[src/rtl/mbx_i2c_pkg.sv]
package mbx_i2c_pkg;
  // command word fields
  localparam int CMD_WR_BIT     = 10;
  localparam int CMD_TWO_BIT    = 11;
  localparam int CMD_NODATA_BIT = 12;
  localparam int CMD_HOLD_BIT   = 13;
  localparam int CMD_MODE_LSB   = 14;
  localparam logic [1:0] MODE_NATIVE = 2'd2;
  // status bits
  localparam int ST_ERR_BIT = 13;
  localparam int ST_TX_BIT  = 14;
  localparam int ST_RX_BIT  = 15;
  // register addresses
  localparam logic [1:0] RA_CMD  = 2'd0;
  localparam logic [1:0] RA_WEXT = 2'd1;
  localparam logic [1:0] RA_REXT = 2'd2;
  localparam logic [1:0] RA_STAT = 2'd3;

  typedef enum logic [1:0] {EN_IDLE, EN_START, EN_BYTE, EN_STOP} eng_st_t;
endpackage

[src/rtl/mbx_i2c_tick.sv]
module mbx_i2c_tick #(
  parameter int DIV_W = 16
) (
  input  logic             clk,
  input  logic             rst,
  input  logic             en,
  input  logic [DIV_W-1:0] div,
  output logic             tick
);
  logic [DIV_W-1:0] cnt;

  assign tick = en && (cnt == div);

  always_ff @(posedge clk) begin
    if (rst || !en)      cnt <= '0;
    else if (cnt == div) cnt <= '0;
    else                 cnt <= cnt + 1'b1;
  end

  AST_TICK_SPACED: assert property (@(posedge clk) disable iff (rst)
    (tick && div != '0 && $stable(div)) |=> !tick);
endmodule

[src/rtl/mbx_i2c_engine.sv]
module mbx_i2c_engine
  import mbx_i2c_pkg::*;
#(
  parameter int ADDR_W = 7,
  parameter int BYTE_W = 8
) (
  input  logic                clk,
  input  logic                rst,
  input  logic                tick,
  input  logic                go,
  input  logic [ADDR_W-1:0]   go_addr,
  input  logic                go_rnw,
  input  logic [1:0]          go_nbytes,
  input  logic                go_hold,
  input  logic [2*BYTE_W-1:0] go_tx,
  input  logic                sda_in,
  output logic                active,
  output logic                done,
  output logic                err,
  output logic [2*BYTE_W-1:0] rx,
  output logic                scl_oe,
  output logic                sda_oe
);
  localparam int BC_W = $clog2(BYTE_W + 1);
  localparam logic [BC_W-1:0] ACK_SLOT = BC_W'(BYTE_W);

  eng_st_t             st;
  logic [1:0]          q;
  logic [BC_W-1:0]     bitn;
  logic [1:0]          bidx;
  logic [BYTE_W-1:0]   shreg;
  logic                ackv, rnw, hold, held;
  logic [1:0]          nbytes;
  logic [2*BYTE_W-1:0] tx;
  logic                c_scl, c_sda, wrbyte;

  assign active = (st != EN_IDLE);
  assign wrbyte = (bidx == 2'd0) || !rnw;

  // line drive per phase: 1 = pull low
  always_comb begin
    c_scl = 1'b0;
    c_sda = 1'b0;
    unique case (st)
      EN_IDLE:  c_scl = held;
      EN_START: begin
        c_scl = (q == 2'd0) || (q == 2'd3);
        c_sda = (q >= 2'd2);
      end
      EN_BYTE: begin
        c_scl = (q == 2'd0) || (q == 2'd3);
        if (bitn != ACK_SLOT) c_sda = wrbyte && !shreg[BYTE_W-1];
        else                  c_sda = !wrbyte && (bidx != nbytes);
      end
      EN_STOP: begin
        c_scl = (q == 2'd0);
        c_sda = (q <= 2'd1);
      end
      default: ;
    endcase
  end

  always_ff @(posedge clk) begin
    if (rst) begin
      st <= EN_IDLE; q <= '0; bitn <= '0; bidx <= '0; shreg <= '0;
      ackv <= 1'b0; rnw <= 1'b0; hold <= 1'b0; held <= 1'b0; nbytes <= '0;
      tx <= '0; rx <= '0; err <= 1'b0; done <= 1'b0;
      scl_oe <= 1'b0; sda_oe <= 1'b0;
    end else begin
      done   <= 1'b0;
      scl_oe <= c_scl;
      sda_oe <= c_sda;
      if (st == EN_IDLE) begin
        if (go) begin
          st <= EN_START; q <= '0; rnw <= go_rnw; nbytes <= go_nbytes;
          hold <= go_hold; tx <= go_tx; shreg <= {go_addr, go_rnw};
          err <= 1'b0; rx <= '0;
        end
      end else if (tick) begin
        q <= q + 2'd1;
        unique case (st)
          EN_START: if (q == 2'd3) begin
            st <= EN_BYTE; bitn <= '0; bidx <= '0; held <= 1'b0;
          end
          EN_BYTE: begin
            if (q == 2'd2) begin
              if (bitn == ACK_SLOT) ackv <= sda_in;
              else if (!wrbyte)     shreg <= {shreg[BYTE_W-2:0], sda_in};
            end
            if (q == 2'd3) begin
              if (bitn != ACK_SLOT) begin
                bitn <= bitn + 1'b1;
                if (wrbyte) shreg <= {shreg[BYTE_W-2:0], 1'b0};
              end else begin
                if (!wrbyte) begin
                  if (bidx == 2'd1) rx[BYTE_W-1:0]        <= shreg;
                  else              rx[2*BYTE_W-1:BYTE_W] <= shreg;
                end
                if ((wrbyte && ackv) || (bidx == nbytes)) begin
                  err <= wrbyte && ackv;
                  if (hold) begin
                    st <= EN_IDLE; held <= 1'b1; done <= 1'b1;
                  end else begin
                    st <= EN_STOP;
                  end
                end else begin
                  bidx  <= bidx + 2'd1;
                  bitn  <= '0;
                  shreg <= (bidx == 2'd0) ? tx[BYTE_W-1:0] : tx[2*BYTE_W-1:BYTE_W];
                end
              end
            end
          end
          EN_STOP: if (q == 2'd3) begin
            st <= EN_IDLE; held <= 1'b0; done <= 1'b1;
          end
          default: ;
        endcase
      end
    end
  end

  AST_SDA_ONLY_SCL_LOW: assert property (@(posedge clk) disable iff (rst)
    ($past(st) == EN_BYTE && $past(st, 2) == EN_BYTE && !scl_oe && !$past(scl_oe))
    |-> $stable(sda_oe));
  AST_DONE_ENDS_IDLE: assert property (@(posedge clk) disable iff (rst)
    done |-> (st == EN_IDLE));
  AST_HELD_KEEPS_SCL: assert property (@(posedge clk) disable iff (rst)
    ($past(st) == EN_IDLE && $past(held)) |-> scl_oe);
  AST_NO_BYTE_PAST_LEN: assert property (@(posedge clk) disable iff (rst)
    (st == EN_BYTE) |-> (bidx <= nbytes));
endmodule

[src/rtl/mbx_i2c_master.sv]
module mbx_i2c_master
  import mbx_i2c_pkg::*;
#(
  parameter int DIV_W  = 16,
  parameter int ADDR_W = 7,
  parameter int BYTE_W = 8
) (
  input  logic                clk,
  input  logic                rst,
  input  logic [DIV_W-1:0]    clk_div,
  input  logic                reg_we,
  input  logic [1:0]          reg_addr,
  input  logic [2*BYTE_W-1:0] reg_wdata,
  output logic [2*BYTE_W-1:0] reg_rdata,
  output logic                busy,
  output logic                scl_oe,
  output logic                sda_oe,
  input  logic                sda_in
);
  localparam int REG_W = 2 * BYTE_W;
  localparam int ST_W  = ST_RX_BIT - ST_ERR_BIT + 1;

  logic              sda_m, sda_s;
  logic              cmd_hit, mode_ok, go;
  logic [ADDR_W-1:0] c_addr;
  logic              c_rnw, c_hold;
  logic [1:0]        c_nb;
  logic [REG_W-1:0]  wext, rext, eng_rx;
  logic [ST_W-1:0]   status, st_set, st_clr; // [0]=err [1]=tx [2]=rx
  logic              eng_active, eng_done, eng_err, tick;

  assign cmd_hit = reg_we && (reg_addr == RA_CMD);
  assign mode_ok = (reg_wdata[CMD_MODE_LSB +: 2] == MODE_NATIVE);
  assign st_clr  = (reg_we && reg_addr == RA_STAT) ? reg_wdata[ST_RX_BIT:ST_ERR_BIT] : '0;

  always_comb begin
    st_set = '0;
    if (cmd_hit && !busy && !mode_ok) st_set[0] = 1'b1;
    if (eng_done) begin
      if (eng_err)    st_set[0] = 1'b1;
      else if (c_rnw) st_set[2] = 1'b1;
      else            st_set[1] = 1'b1;
    end
  end

  always_ff @(posedge clk) begin
    if (rst) begin
      sda_m <= 1'b1; sda_s <= 1'b1;
      busy <= 1'b0; go <= 1'b0; c_addr <= '0; c_rnw <= 1'b0; c_hold <= 1'b0;
      c_nb <= '0; wext <= '0; rext <= '0; status <= '0; reg_rdata <= '0;
    end else begin
      sda_m <= sda_in;
      sda_s <= sda_m;
      go    <= 1'b0;
      if (cmd_hit && !busy && mode_ok) begin
        go     <= 1'b1;
        busy   <= 1'b1;
        c_addr <= reg_wdata[ADDR_W-1:0];
        c_rnw  <= !reg_wdata[CMD_WR_BIT];
        c_hold <= reg_wdata[CMD_HOLD_BIT];
        c_nb   <= reg_wdata[CMD_NODATA_BIT] ? 2'd0 : (reg_wdata[CMD_TWO_BIT] ? 2'd2 : 2'd1);
      end else if (eng_done) begin
        busy <= 1'b0;
      end
      if (reg_we && reg_addr == RA_WEXT) wext <= reg_wdata;
      if (eng_done && c_rnw && !eng_err && c_nb != 2'd0) rext <= eng_rx;
      status <= (status & ~st_clr) | st_set;
      unique case (reg_addr)
        RA_WEXT: reg_rdata <= wext;
        RA_REXT: reg_rdata <= rext;
        RA_STAT: reg_rdata <= {status, {(REG_W-ST_W){1'b0}}};
        default: reg_rdata <= '0;
      endcase
    end
  end

  mbx_i2c_tick #(.DIV_W(DIV_W)) u_tick (
    .clk(clk), .rst(rst), .en(eng_active), .div(clk_div), .tick(tick)
  );

  mbx_i2c_engine #(.ADDR_W(ADDR_W), .BYTE_W(BYTE_W)) u_eng (
    .clk(clk), .rst(rst), .tick(tick), .go(go), .go_addr(c_addr),
    .go_rnw(c_rnw), .go_nbytes(c_nb), .go_hold(c_hold), .go_tx(wext),
    .sda_in(sda_s), .active(eng_active), .done(eng_done), .err(eng_err),
    .rx(eng_rx), .scl_oe(scl_oe), .sda_oe(sda_oe)
  );

  AST_BAD_MODE_NO_BUSY: assert property (@(posedge clk) disable iff (rst)
    (cmd_hit && !busy && !mode_ok) |=> (!busy && status[0]));
  AST_BUSY_CMD_IGNORED: assert property (@(posedge clk) disable iff (rst)
    (busy && cmd_hit) |=> ($stable(c_addr) && $stable(c_rnw) && $stable(c_nb)));
  AST_BUSY_FALL_FLAGS: assert property (@(posedge clk) disable iff (rst)
    $fell(busy) |-> (status != '0));
  AST_ONE_FLAG_PER_DONE: assert property (@(posedge clk) disable iff (rst)
    eng_done |=> $countones(status & ~$past(status)) <= 1);
endmodule

[config.mk]
export PLATFORM = sky130hd
export DESIGN_NAME = mbx_i2c_master
export DESIGN_NICKNAME = d
export VERILOG_FILES = /design/src/rtl/mbx_i2c_pkg.sv /design/src/rtl/mbx_i2c_tick.sv /design/src/rtl/mbx_i2c_engine.sv /design/src/rtl/mbx_i2c_master.sv
export SDC_FILE = /design/constraint.sdc
export NUM_CORES = 1
export LEC_CHECK = 0
export ABC_CLOCK_PERIOD_IN_PS = 3230
export BUFFER_PORTS_ARGS = -buffer_cell sky130_fd_sc_hd__buf_2
export CAP_MARGIN = 20
export CORE_ASPECT_RATIO = 1.75
export CORE_MARGIN = 1.5
export CORE_UTILIZATION = 50
export DETAILED_ROUTE_END_ITERATION = 16
export HOLD_SLACK_MARGIN = 0.05
export PLACE_DENSITY = 0.69
export SETUP_SLACK_MARGIN = 0.5
export SYNTH_ARGS = -nofsm -noshare
export SYNTH_HDL_FRONTEND = slang
export SYNTH_SLANG_ARGS = --single-unit
[constraint.sdc]
create_clock -name clk -period 3.23 [get_ports clk]
set_clock_uncertainty 0.2 [all_clocks]
set_input_delay 0.646 -clock clk [delete_from_list [all_inputs] [get_ports clk]]
set_output_delay 0.646 -clock clk [all_outputs]
set_load 0.02 [all_outputs]
==> impl_metrics.env, run 1 <==
export IMPL_reg2reg_slack_ns=0.71
export IMPL_vdd_drop_max_v=0.0003702
export IMPL_power_mw=4.044
export IMPL_ys_flop_type="dfxtp_1"
export IMPL_syn2layout_area_growth_pct=16.44
export IMPL_yosysWarnings=0
export IMPL_grt_pass1_wl_um=27440
export IMPL_yosys_area_top_type="dfxtp_1"
export IMPL_drc_errors=0
export IMPL_tns_ns=0
export IMPL_finalSetupViolations=0
export IMPL_drv_cap=0
export IMPL_die_h_um=152.3
export IMPL_hold_end="sda_m$_SDFF_PP1_"
export IMPL_rr_endpoint="u_eng.shreg[0]$_SDFFE_PP0P_"
export IMPL_wl_per_cell_um=17.88
export IMPL_post_cts_buffers=0
export IMPL_htree_num_levels=4
export IMPL_layout_nets=836
export IMPL_synth_area_leaders="dfxtp_1, a21oi_1, nand2_1"
export IMPL_avgSynthCellArea_um2=8.630
export IMPL_path_max_fanout=10
export IMPL_crit_arrival_ns=2.67
export IMPL_synthTopCellsByCount="dfxtp_1, nand2_1, a21oi_1"
export IMPL_syn_num_nets=790
export IMPL_path_class="register to register"
export IMPL_drive_gt1_share_pct=17.19
export IMPL_clk_pin_slew_ns=0.06
export IMPL_portBuffers=56
export IMPL_reg2regPathDepth=10
export IMPL_fin_crit_sh_pct=77.98
export IMPL_rsz0062_at_grt="no"
export IMPL_start_util_pct=51.23
export IMPL_hold_path_class="input port to register"
export IMPL_p_per_area_nw_per_um2=545.3
export IMPL_drt_pre_antenna_iters=5
export IMPL_r2r_start="u_eng.bidx[0]$_SDFFE_PP0P_"
export IMPL_outcome="finished clean"
export IMPL_clockRootBuffer="clkbuf_16"
export IMPL_core_um2=12430
export IMPL_synth_edff_count=0
export IMPL_yosysUniqueCellTypes=57
export IMPL_drv_slew=0
export IMPL_layout_cells_non_filler=966
export IMPL_grt_max_degree=51
export IMPL_via_per_inst=5.681
export IMPL_power_static_leakage_nw=2.783
export IMPL_io_pins=57
export IMPL_drt_iter0_drc=490
export IMPL_hold_path_depth=2
export IMPL_start_kind="register"
export IMPL_cts_hold_buf=0
export IMPL_cts_buffers=17
export IMPL_tightestPinTransition_ns=0.8233
export IMPL_final_cell_area_um2=7416
export IMPL_ys_async_sr_fraction_pct=0
export IMPL_ys_seq_area_share_pct=44.64
export IMPL_fmax_ghz=0.3970
export IMPL_antenna_left=0
export IMPL_totalWireLength_um=17280
export IMPL_final_util_pct=59.65
export IMPL_dp_hpwl_um=12610
export IMPL_netlist_area_um2=6369
export IMPL_synth_most_common_cell="dfxtp_1"
export IMPL_dp_cells=933
export IMPL_gr_usage_all_layers_pct=27.07
export IMPL_antenna_found_initial=1
export IMPL_ys_ff_latch=142
export IMPL_cp_required_ns=3.39
export IMPL_min_from="sda_in"
export IMPL_globalplace_congestion=0.9202
export IMPL_vias=5488
export IMPL_cts_num_sinks=142
export IMPL_setup_worst_path_end_class="register"
export IMPL_insertion_delay_ns=0.43
export IMPL_std_cell_rows=54
export IMPL_clock_path_buffers=2
export IMPL_netlist_area_leader_share_pct=44.64
export IMPL_ctsResizeCount=0
export IMPL_synthCells=738
export IMPL_hold_viol=0
export IMPL_grt_overflow=0
export IMPL_slew_limit_headroom_pct=45.11
export IMPL_period_needed_ns=2.519
export IMPL_grt_pass1_vias=5345
export IMPL_cts_tree="yes"
export IMPL_die_x_um=88.32
export IMPL_die_area_um2=13450
export IMPL_place_area_um2=6807
-- per-stage QoR --
| step | setup WS (ns) | hold WS [ns] |
|---|---|---|
| 2_1_floorplan | 0.9362 | 0.1895 |
| 3_3_place_gp | 0.5778 | 0.1967 |
| 3_5_place_dp | 0.5276 | 0.2002 |
| 4_1_cts | 0.7054 | 0.1855 |
| 5_1_grt | 0.5140 | 0.2009 |
| 6_report | 0.7111 | 0.1986 |
-- registers in the layout, summed over array words and instances, names as in the netlist, 2 cells and up --
name          flops
u_tick.cnt       16
rext             16
c_addr            7
reg_rdata        16
u_eng.q           2
u_eng.bidx        2
u_eng.rx         16
u_eng.nbytes      2
status            3
u_eng.bitn        4
u_eng.shreg       8
wext             16
u_eng.tx         16
u_eng.st          2
c_nb              2
-- power breakdown --
part	internal, mW	leakage (nW)	total (mW)	switching (mW)
logic	0.0924	1.35	0.269	0.177
clock network	1.19	0.290	1.99	0.791
registers	1.77	1.15	1.79	0.0181
-- metal layers --
metal / wire length (um) / part of all wire [%] / vias to the layer above / track usage, %
met5: 0 / 0 / - / 0
met3: 675 / 3.9 / 58 / 6.446
met1: 6368 / 37 / 2599 / 27.94
met2: 9171 / 53 / 156 / 47.47
li1: - / - / 2675 / -
met4: 1061 / 6.1 / 0 / 16.82
-- worst max-delay path, cell delays in order, from the launching register on --
cell and delay (ns):
dfxtp_1 0.38, inv_1 0.08, ha_1 0.23, buf_4 0.20
nor2b_1 0.28, nand3_1 0.11, buf_4 0.21, mux2_2 0.22
o21ai_0 0.07, a221o_1 0.35, a21oi_1 0.12
-- how the worst max path moves through the flow --
| stage | startpoint | to | slack, ns | depth (start not counted) |
|---|---|---|---|---|
| 3_3_place_gp | clk_div[15] | u_eng.done$_SDFF_PP0_ | 0.58 | 7 |
| 4_1_cts | u_eng.bidx[0]$_SDFFE_PP0P_ | u_eng.shreg[1]$_SDFFE_PP0P_ | 0.71 | 9 |
| 6_report | u_eng.bidx[0]$_SDFFE_PP0P_ | u_eng.shreg[0]$_SDFFE_PP0P_ | 0.71 | 10 |
| 2_1_floorplan | u_eng.bidx[0]$_SDFFE_PP0P_ | u_eng.shreg[6]$_SDFFE_PP0P_ | 0.94 | 10 |
| 3_5_place_dp | clk_div[15] | u_eng.bitn[1]$_SDFFE_PP0P_ | 0.53 | 7 |
| 5_1_grt | u_eng.st[0]$_SDFFE_PP0P_ | u_eng.err$_SDFFE_PP0P_ | 0.51 | 8 |
-- placed cells by master (no fill, tap or decap), types with 11 or more instances in the layout --
cell type / n
buf_2: 55
and3_1: 13
nand2_1: 101
mux2_2: 11
inv_1: 16
o21ai_0: 16
a22oi_1: 17
clkbuf_16: 17
buf_4: 22
dfxtp_1: 142
nor2_1: 75
ha_1: 14
nand4_1: 21
nand3_1: 31
xnor2_1: 16
a21oi_1: 83
mux2i_1: 33
-- cell type report --
type,instances,area (um2)
fillers,1140,5016
diodes,1,2.502
repair buffers,78,451.7
well taps,168,210.2
clock buffers,19,452.9
inverters,17,63.81
clock inverters,13,153.9
flip-flops and latches,142,2843
multi-input cells,528,3238
-- cell families after synthesis --
| family | synth area share (%) |
|---|---|
| muxes | 7.132 |
| xor gates and xnor gates | 4.774 |
| AOI/OAI and AO/OA | 14.97 |
| DFF | 44.64 |
| buffers and inverters | 4.558 |
| and+or+nand+nor | 21.18 |
| adders and majority gates | 2.751 |
Note: power is estimated with default switching activity, not from simulation.
==> run 2, diff against run 1 <==
ABC_CLOCK_PERIOD_IN_PS = 2600   (was 3230)
clock period = 2.6 ns   (was 3.23 ns; I/O delays follow)
==> impl_metrics.env, run 2 (same netlist as run 1, synthesis figures left out) <==
export IMPL_final_cell_mix="dfxtp_1, nand2_1, a21oi_1"
export IMPL_cts_buffers=17
export IMPL_period_needed_ns=2.197
export IMPL_layout_commonest_cell="dfxtp_1"
export IMPL_crit_path_frequent_cell="buf_6"
export IMPL_std_cell_rows=54
export IMPL_vias=5741
export IMPL_tns_ns=0
export IMPL_antenna_cells=0
export IMPL_antenna_found_initial=0
export IMPL_drv_cap=0
export IMPL_rsz0062_at_grt="yes"
export IMPL_fin_crit_sh_pct=84.51
export IMPL_totalWireLength_um=18340
export IMPL_setup_worst_path_end_class="register"
export IMPL_cts_tree="yes"
export IMPL_crit_path_max_incr_delay_ns=0.37
export IMPL_drt_pre_antenna_iters=5
export IMPL_finalSetupViolations=0
export IMPL_grt_max_degree=72
export IMPL_clockRootBuffer="clkbuf_16"
export IMPL_cts_num_sinks=142
export IMPL_hold_slack_ns=0.07560
export IMPL_grt_overflow=0
export IMPL_layout_cells_non_filler=991
export IMPL_path_class="register to register"
export IMPL_post_place_ws_ns=-0.05554
export IMPL_die_h_um=152.3
export IMPL_grt_pass1_wl_um=28370
export IMPL_insertion_delay_ns=0.43
export IMPL_reg2regPathDepth=9
export IMPL_place_area_um2=6873
export IMPL_critPathBufInv=3
export IMPL_layout_nets=862
export IMPL_cp_top_family="simple AND/OR/NAND/NOR gates"
export IMPL_die_x_um=88.32
export IMPL_cts_hold_buf=0
export IMPL_drv_slew=0
export IMPL_path_max_fanout=7
export IMPL_tightestPinTransition_ns=0.6909
export IMPL_start_util_pct=51.23
export IMPL_slew_limit_headroom_pct=53.94
export IMPL_gr_usage_all_layers_pct=27.74
export IMPL_wl_per_cell_um=18.51
export IMPL_cp_required_ns=2.72
export IMPL_path_cells="xnor2_4 > nand4_2 > nor4_4 > buf_6 > buf_12 > and2_4 > buf_6 > a31oi_4 > a31o_2"
export IMPL_outcome="finished clean"
export IMPL_core_um2=12430
export IMPL_hold_path_depth=2
export IMPL_via_per_inst=5.793
export IMPL_drive_gt1_share_pct=28.19
export IMPL_fmax_ghz=0.4551
export IMPL_final_cell_area_um2=8056
export IMPL_drc_errors=0
export IMPL_clock_path_buffers=2
export IMPL_worst_slack_ns=0.4028
export IMPL_grt_pass1_vias=5598
export IMPL_portBuffers=56
export IMPL_antenna_left=0
export IMPL_globalplace_congestion=0.9423
export IMPL_clk_pin_slew_ns=0.07
export IMPL_crit_slowest_cell="dfxtp_4"
export IMPL_io_pins=57
export IMPL_hold_viol=0
export IMPL_dp_hpwl_um=12590
export IMPL_start_kind="register"
export IMPL_htree_num_levels=4
export IMPL_crit_arrival_ns=2.32
export IMPL_dp_cells=935
export IMPL_hold_path_class="input port to register"
export IMPL_vdd_drop_max_v=0.0004669
export IMPL_critical_path_depth=9
export IMPL_power_static_leakage_nw=2.999
export IMPL_drt_iter0_drc=319
export IMPL_die_area_um2=13450
export IMPL_p_per_area_nw_per_um2=643.7
export IMPL_syn2layout_area_growth_pct=26.50
-- run 2: cell count changes in the layout (fill, tap and decap cells not counted), sizes merged --
cell,previous run,this run
diode,1,0
clkbuf,19,17
inv,21,22
buf,78,103
or3,7,8
clkinv,4,5
-- run 2: per-stage QoR --
step           power, mW  utilization (%)
2_1_floorplan      2.493                -
3_3_place_gp       2.601            55.22
3_5_place_dp       2.606            55.28
4_1_cts            5.138            62.66
5_1_grt            5.349            64.80
6_report           5.186            64.80
-- run 2: final timing paths --
kind | startpoint | to | slack, ns
setup / recovery | u_tick.cnt[3]$_SDFF_PP0_ | u_eng.err$_SDFFE_PP0P_ | 0.40
hold / removal | sda_in | sda_m$_SDFF_PP1_ | 0.08
setup reg to reg | u_tick.cnt[3]$_SDFF_PP0_ | u_eng.err$_SDFFE_PP0P_ | 0.40
hold reg to reg | sda_m$_SDFF_PP1_ | sda_s$_SDFF_PP1_ | 0.23
-- run 2: area by class of cell --
cell class	instances	area [um2]
Sequential cell	142	2872
Timing Repair Buffer	103	734.5
Fill cell	1046	4375
Tap cell	168	210.2
Clock buffer	17	425.4
Inverter	17	68.82
Clock inverter	15	196.4
Multi-Input combinational cell	529	3550
-- run 2: routing by layer --
layer	vias to the layer above	part of all wire (%)	wire, um	global-route usage [%]
li1	2749	-	-	-
met1	2769	36	6658	28.96
met2	166	54	9962	49.18
met3	57	3.4	630	5.634
met4	0	6.0	1093	16.82
met5	-	0	0	0
-- run 2: power by group --
part / switching (mW) / internal (mW)
Combinational: 0.261 / 0.168
Clock: 1.07 / 1.47
Sequential: 0.0236 / 2.20
-- run 2: timing repair --
action                                  CTS  global route
cloned                                    3             1
setup buffers                            13             7
pin swaps                                20            25
endpoints found under the setup margin   67            68
resized for setup                        42            53
